## config.mk

```make
export PLATFORM = sky130hd
export DESIGN_NAME = dominant_timeout_filter
export DESIGN_NICKNAME = d
export VERILOG_FILES = /design/src/rtl/dtf_pkg.sv /design/src/rtl/dtf_limit_latch.sv /design/src/rtl/dtf_run_counter.sv /design/src/rtl/dtf_out_stage.sv /design/src/rtl/dominant_timeout_filter.sv
export SDC_FILE = /design/constraint.sdc
export NUM_CORES = 1
export LEC_CHECK = 0
export BUFFER_PORTS_ARGS = -buffer_cell sky130_fd_sc_hd__buf_2
export CAP_MARGIN = 40
export CORE_UTILIZATION = 55
export DETAILED_ROUTE_END_ITERATION = 10
export MAX_ROUTING_LAYER = met4
export PLACE_DENSITY = 0.75
export SYNTH_ARGS = -nofsm -noshare
export SYNTH_HDL_FRONTEND = slang
export SYNTH_SLANG_ARGS = --single-unit
```

## constraint.sdc

```tcl
create_clock -name clk -period 2.1 [get_ports clk]
set_input_delay 0.21 -clock clk [delete_from_list [all_inputs] [get_ports clk]]
set_output_delay 0.21 -clock clk [all_outputs]
set_load 0.02 [all_outputs]
```

## src/rtl/dtf_pkg.sv

```systemverilog
package dtf_pkg;

  // Clamp a requested interval into the legal window.
  function automatic int unsigned clamp_limit(input int unsigned req,
                                              input int unsigned lo,
                                              input int unsigned hi);
    if (req < lo) return lo;
    if (req > hi) return hi;
    return req;
  endfunction

endpackage

```

## src/rtl/dtf_limit_latch.sv

```systemverilog
module dtf_limit_latch
  import dtf_pkg::*;
#(
  parameter int unsigned MIN_LIMIT = 250,
  parameter int unsigned MAX_LIMIT = 750,
  parameter int unsigned DEF_LIMIT = 450,
  parameter int unsigned CNT_W     = 10,
  parameter int unsigned LIM_W     = 11
) (
  input  logic             clk,
  input  logic             rst,
  input  logic [LIM_W-1:0] limit,
  input  logic             din_n,
  output logic [CNT_W-1:0] lim_q
);

  logic [CNT_W-1:0] lim_clamped;

  always_comb begin
    lim_clamped = CNT_W'(clamp_limit(int'(limit), MIN_LIMIT, MAX_LIMIT));
  end

  always_ff @(posedge clk) begin
    if (rst) begin
      lim_q <= CNT_W'(DEF_LIMIT);
    end else if (din_n) begin
      lim_q <= lim_clamped;
    end
  end

  AST_LIM_IN_RANGE: assert property (@(posedge clk) disable iff (rst)
    (lim_q >= CNT_W'(MIN_LIMIT)) && (lim_q <= CNT_W'(MAX_LIMIT)));

  AST_LIM_HELD_DOM: assert property (@(posedge clk) disable iff (rst)
    !din_n |=> $stable(lim_q));

endmodule

```

## src/rtl/dtf_run_counter.sv

```systemverilog
module dtf_run_counter #(
  parameter int unsigned CNT_W = 10
) (
  input  logic             clk,
  input  logic             rst,
  input  logic             din_n,
  input  logic [CNT_W-1:0] lim_q,
  output logic             hit_now
);

  logic [CNT_W-1:0] cnt;
  logic             blk;

  // The current dominant sample is past the interval.
  always_comb begin
    hit_now = !din_n && (blk || (cnt == lim_q));
  end

  always_ff @(posedge clk) begin
    if (rst || din_n) begin
      cnt <= '0;
      blk <= 1'b0;
    end else if (!blk) begin
      if (cnt == lim_q) begin
        blk <= 1'b1;
      end else begin
        cnt <= cnt + 1'b1;
      end
    end
  end

  AST_CNT_BOUNDED: assert property (@(posedge clk) disable iff (rst)
    cnt <= lim_q);

  AST_BLK_HOLDS: assert property (@(posedge clk) disable iff (rst)
    (blk && !din_n) |=> blk);

  AST_REC_CLEARS_CNT: assert property (@(posedge clk) disable iff (rst)
    din_n |=> (cnt == '0) && !blk);

endmodule

```

## src/rtl/dtf_out_stage.sv

```systemverilog
module dtf_out_stage (
  input  logic clk,
  input  logic rst,
  input  logic din_n,
  input  logic hit_now,
  output logic dout_n,
  output logic tmo_flag
);

  always_ff @(posedge clk) begin
    if (rst) begin
      dout_n   <= 1'b1;
      tmo_flag <= 1'b0;
    end else begin
      dout_n   <= din_n | hit_now;
      tmo_flag <= !din_n & hit_now;
    end
  end

  AST_FLAG_FORCES_REC: assert property (@(posedge clk) disable iff (rst)
    tmo_flag |-> dout_n);

  AST_REC_PASSES: assert property (@(posedge clk) disable iff (rst)
    din_n |=> dout_n && !tmo_flag);

  AST_DOM_PASSES: assert property (@(posedge clk) disable iff (rst)
    (!din_n && !hit_now) |=> !dout_n);

endmodule

```

## src/rtl/dominant_timeout_filter.sv

```systemverilog
module dominant_timeout_filter #(
  parameter int unsigned MIN_LIMIT = 250,
  parameter int unsigned MAX_LIMIT = 750,
  parameter int unsigned DEF_LIMIT = 450,
  parameter int unsigned LIM_W     = 11
) (
  input  logic             clk,
  input  logic             rst,
  input  logic [LIM_W-1:0] limit,
  input  logic             din_n,
  output logic             dout_n,
  output logic             tmo_flag
);

  localparam int unsigned CNT_W = $clog2(MAX_LIMIT + 1);

  logic [CNT_W-1:0] lim_q;
  logic             hit_now;

  dtf_limit_latch #(
    .MIN_LIMIT(MIN_LIMIT),
    .MAX_LIMIT(MAX_LIMIT),
    .DEF_LIMIT(DEF_LIMIT),
    .CNT_W    (CNT_W),
    .LIM_W    (LIM_W)
  ) u_lim (
    .clk  (clk),
    .rst  (rst),
    .limit(limit),
    .din_n(din_n),
    .lim_q(lim_q)
  );

  dtf_run_counter #(
    .CNT_W(CNT_W)
  ) u_cnt (
    .clk    (clk),
    .rst    (rst),
    .din_n  (din_n),
    .lim_q  (lim_q),
    .hit_now(hit_now)
  );

  dtf_out_stage u_out (
    .clk     (clk),
    .rst     (rst),
    .din_n   (din_n),
    .hit_now (hit_now),
    .dout_n  (dout_n),
    .tmo_flag(tmo_flag)
  );

  AST_RESET_REC: assert property (@(posedge clk)
    $past(rst) |-> dout_n && !tmo_flag);

endmodule

```

==> impl_summary.md <==
Final layout
The net count of the finished layout is about 160. Fill cells in the final layout number 170. The number of antenna diodes is 0. In the final layout, the share of cells above drive strength 1 is between 10% and 20%.

Compared with the post-synthesis result, the final layout area differs by 9.91%.

Routing
The uppermost metal layer occupied by signal nets is met4. After detailed routing, the average wire length per cell comes to around 14 um. The iteration count of the initial detailed-routing pass is 4. For this block, the initial DRC count from the detailed router was 18. The number of remaining DRC errors is 0.

Detailed routing placed a total of 1.05 mm of wire on met2. The routed wire length is about 2.3 mm. The antenna violation net count after detailed routing is 0. The detailed-route via count is 1021. After detailed routing, the wire length on met1 is 1.14 mm.

Wire segments on met3 add up to 100 um in the final route. After detailed routing, the number of vias per cell comes to 6.19.

GRT
The initial antenna violation count is 0. The global-route congestion overflow total is 0. The total routing resource utilization after global routing is around a quarter.

The number of global-route vias before repair is between 800 and 900. The first-pass GRT wire length is roughly 3.7 mm. Entering global routing, the biggest net connects 14 pins.

Hold path
The tightest min-delay check is of the in2reg type.

Synth
The fraction of synthesized cell area in xor and xnor cells is a little under a tenth. The main combinational cell family by area after synthesis is simple AND/OR/NAND/NOR gates. When the netlist entered floorplanning its net count stood at 140. After Yosys synthesis, and, or, nand and nor cells account for 24.2% of the synthesized area. The mux cell area share after synthesis is less than 1%. The mean instance size in the synthesized netlist is 8.99 um2. The post-synthesis adder-cell area fraction is approximately 1.1%.

After synthesis, the largest area contributor takes up roughly 40% of total cell area. By area the synthesized netlist is led by dfxtp_1, xor2_1, nor2_1. Summing the areas of all compound-gate instances in the mapped netlist gives a little over a fifth of the synthesized area. In this run, distinct cell masters in the synthesized netlist total 42.

The post-synthesis sequential area ratio is approximately 40%. Synthesis produced a netlist whose cell count is roughly 130. Yosys mapped a number of flops with a built-in enable equal to 0. Summed over all instances, the cell type with the most area after synthesis is dfxtp_1. The number of synthesis warnings is 0. The primary flip-flop cell chosen by synthesis mapping is dfxtp_1. After synthesis, the share of flip-flops with an asynchronous set or reset is 0%. The cell area that synthesis handed to floorplanning was between 1000 and 1500 um2. The post-synthesis register bit count is 23.

Place
In this run the tool buffered the top-level ports with 15 buffer cells. The congestion estimate from routability-driven global placement came to ~0.85. The HPWL after detailed placement is 1.74 mm.

Worst setup path
The category of the worst setup path launch point is a flop. Along the worst path, the maximum fanout reaches 12. The critical path data required time is around 2300 ps.

The endpoint class of the critical path is a flop. The class of the most critical setup path is reg2reg. The critical path data arrival time is a little under 2000 ps.

Floorplanning
The die is 47.2 um tall. The floorplan core area is between 1500 and 2000 um2. The floorplan step set the die width to between 40 and 50 um.

The initial utilization of the core area, before any placement, comes to 61.7%. The placement row count is 15. The floorplan step defined a die boundary enclosing about 2200 um2. In this run the count of I/O pins placed on the die edge is 16.

Power and ir drop
The standby leakage power is around 0.48 nW. Net switching is 25.2% of the power. The internal portion of the total power is about 0.56 mW. The maximum vdd ir drop is approximately 0.41 mV. The part of the power in registers is 62.0%. The power per unit of standard cell area is ~600 nW/um2. Of the total power, combinational logic draws between 10% and 20%. The part of the power in the clock network is approximately 27%. The analysis attributes to net switching a power of 0.187 mW.

Timing
The final critical path takes up between 80% and 90% of the cycle. The max-slew headroom at the worst pin is about 62%. Setup repair after global routing left no endpoint under its margin.

The number of endpoints with negative hold slack in the final report is 0. The number of max-slew violations in the final report is 0. After routing, the total negative slack on setup checks comes to 0 ps. The transition time at the pin with the least slew margin is approximately 570 ps. Setup violations remaining at the end of the flow were counted as 0. The smallest hold slack is about 120 ps.

The clock period could shrink to about 1800 ps. The maximum frequency from static timing analysis is 569 MHz. Between clock sinks in the finished design, the worst skew comes to roughly 5.7 ps.

Clock tree
Buffers added to address setup during post-CTS repair amount to 0. The number of clock buffers added by TritonCTS is 3. The insertion delay to the later sink of the worst-skew pair is 310 ps. The clock net in this run drives a total of 23 sinks. The clock-pin slew of the registers on the worst-case setup and hold paths is between 100 and 150 ps.

The clock root buffer master is clkbuf_4. Hold repair after CTS inserted 0 buffers. In this run the number of H-tree levels came out at 1. The clock tree from TritonCTS is built. The maximum clock path buffer count is 2. Once the clock tree was built, the resizer swapped 0 gates to a different size.

Run status
The flow ran to the end, and the final reports show no timing, DRC or antenna violations.

Job
The count of maximum capacitance violations is 0.
-- cell usage in the layout (no fill, tap or decap), drive strengths merged, types with 2 or more instances in the layout --
master / Yosys / final
nor2: 15 / 15
a211oi: 2 / 2
inv: 2 / 2
o21a: 2 / 2
buf: 1 / 15
clkbuf: 3 / 3
xor2: 10 / 10
nand3: 4 / 4
a31oi: 4 / 4
or4: 5 / 5
and3: 2 / 2
nand2b: 2 / 2
o22a: 3 / 3
nor3: 3 / 3
o31ai: 4 / 4
a21oi: 7 / 7
nand2: 8 / 8
dfxtp: 23 / 23
nor4: 3 / 3
xnor2: 2 / 2
-- kinds of logic after synthesis --
| logic type | after synthesis |
|---|---|
| AO/OA/AOI/OAI | 32 |
| adder cells (fa/ha/maj) | 1 |
| AND/OR/NAND/NOR | 50 |
| XOR/XNOR | 12 |
| buffers and inverters | 6 |
| flip-flops | 23 |
| multiplexers | 1 |
-- flip-flops by register name, summed over array words and instances (netlist names) --
signal / cells
u_cnt.blk: 1
u_cnt.cnt: 10
u_lim.lim_q: 10
u_out.dout_n: 1
u_out.tmo_flag: 1
-- synthesized netlist by cell type (2+ instances only) --
cell and number:
nor3_1 3, a21oi_1 7, inv_1 2, nand2b_1 2
nor4_1 3, xor2_1 10, o31ai_1 4, a211oi_1 2
clkbuf_1 3, o21a_1 2, nand3_1 4, nor2_1 15
xnor2_1 2, o22a_1 3, or4_1 4, nand2_1 8
dfxtp_1 23, a31oi_1 4
-- path summary, 6_finish.rpt --
kind	start	to	slack (ps)	depth (start not counted)
setup / recovery	u_cnt.cnt[3]$_SDFFE_PP0N_	u_cnt.cnt[1]$_SDFFE_PP0N_	340	5
hold / removal	limit[6]	u_lim.lim_q[6]$_SDFFE_PP1P_	120	2
setup reg to reg	u_cnt.cnt[3]$_SDFFE_PP0N_	u_cnt.cnt[1]$_SDFFE_PP0N_	340	5
hold reg to reg	u_lim.lim_q[3]$_SDFFE_PP0P_	u_lim.lim_q[3]$_SDFFE_PP0P_	510	2
-- cell type report --
cell class | instances | area [um2] | area share (%)
Sequential cell | 23 | 460 | 37.3
Multi-Input combinational cell | 96 | 633 | 51.3
Clock buffer | 3 | 22.5 | 1.82
Clock inverter | 1 | 5.00 | 0.405
Inverter | 2 | 7.51 | 0.608
Tap cell | 25 | 31.3 | 2.53
Timing Repair Buffer | 15 | 75.1 | 6.08
-- power by group through the flow --
stage	clock, mW	combinational [mW]	sequential (mW)
5_1_grt	0.223	0.0931	0.464
3_3_place_gp	0	0.0790	0.472
2_1_floorplan	0	0.0507	0.470
6_report	0.201	0.0816	0.462
4_1_cts	0.209	0.0807	0.462
3_5_place_dp	0	0.0802	0.472
-- metal layers --
layer / global-route usage [%] / vias to the layer above
li1: - / 501
met1: 32.4 / 486
met2: 36.9 / 30
met3: 5.00 / 4
met4: 9.14 / 0
met5: - / -
-- metrics by stage --
step / cells / cell area (um2) / worst slack (ps) / total power [mW] / util, %
4_1_cts: 165 / 1230 / 391 / 0.752 / 67.8
2_1_floorplan: 125 / 1120 / 484 / 0.521 / -
3_5_place_dp: 161 / 1210 / 415 / 0.552 / 66.3
6_report: 165 / 1230 / 344 / 0.744 / 67.8
3_3_place_gp: 161 / 1210 / 470 / 0.551 / 66.3
5_1_grt: 165 / 1230 / 156 / 0.780 / 67.8
-- worst max-delay path, cell delays in order (launching register included) --
cell and delay, ps:
dfxtp_1 450, xor2_1 90, nor4_1 500, and3_4 360
nor2_1 120, mux2i_1 130
No activity file was read; power rests on OpenSTA's default activity.
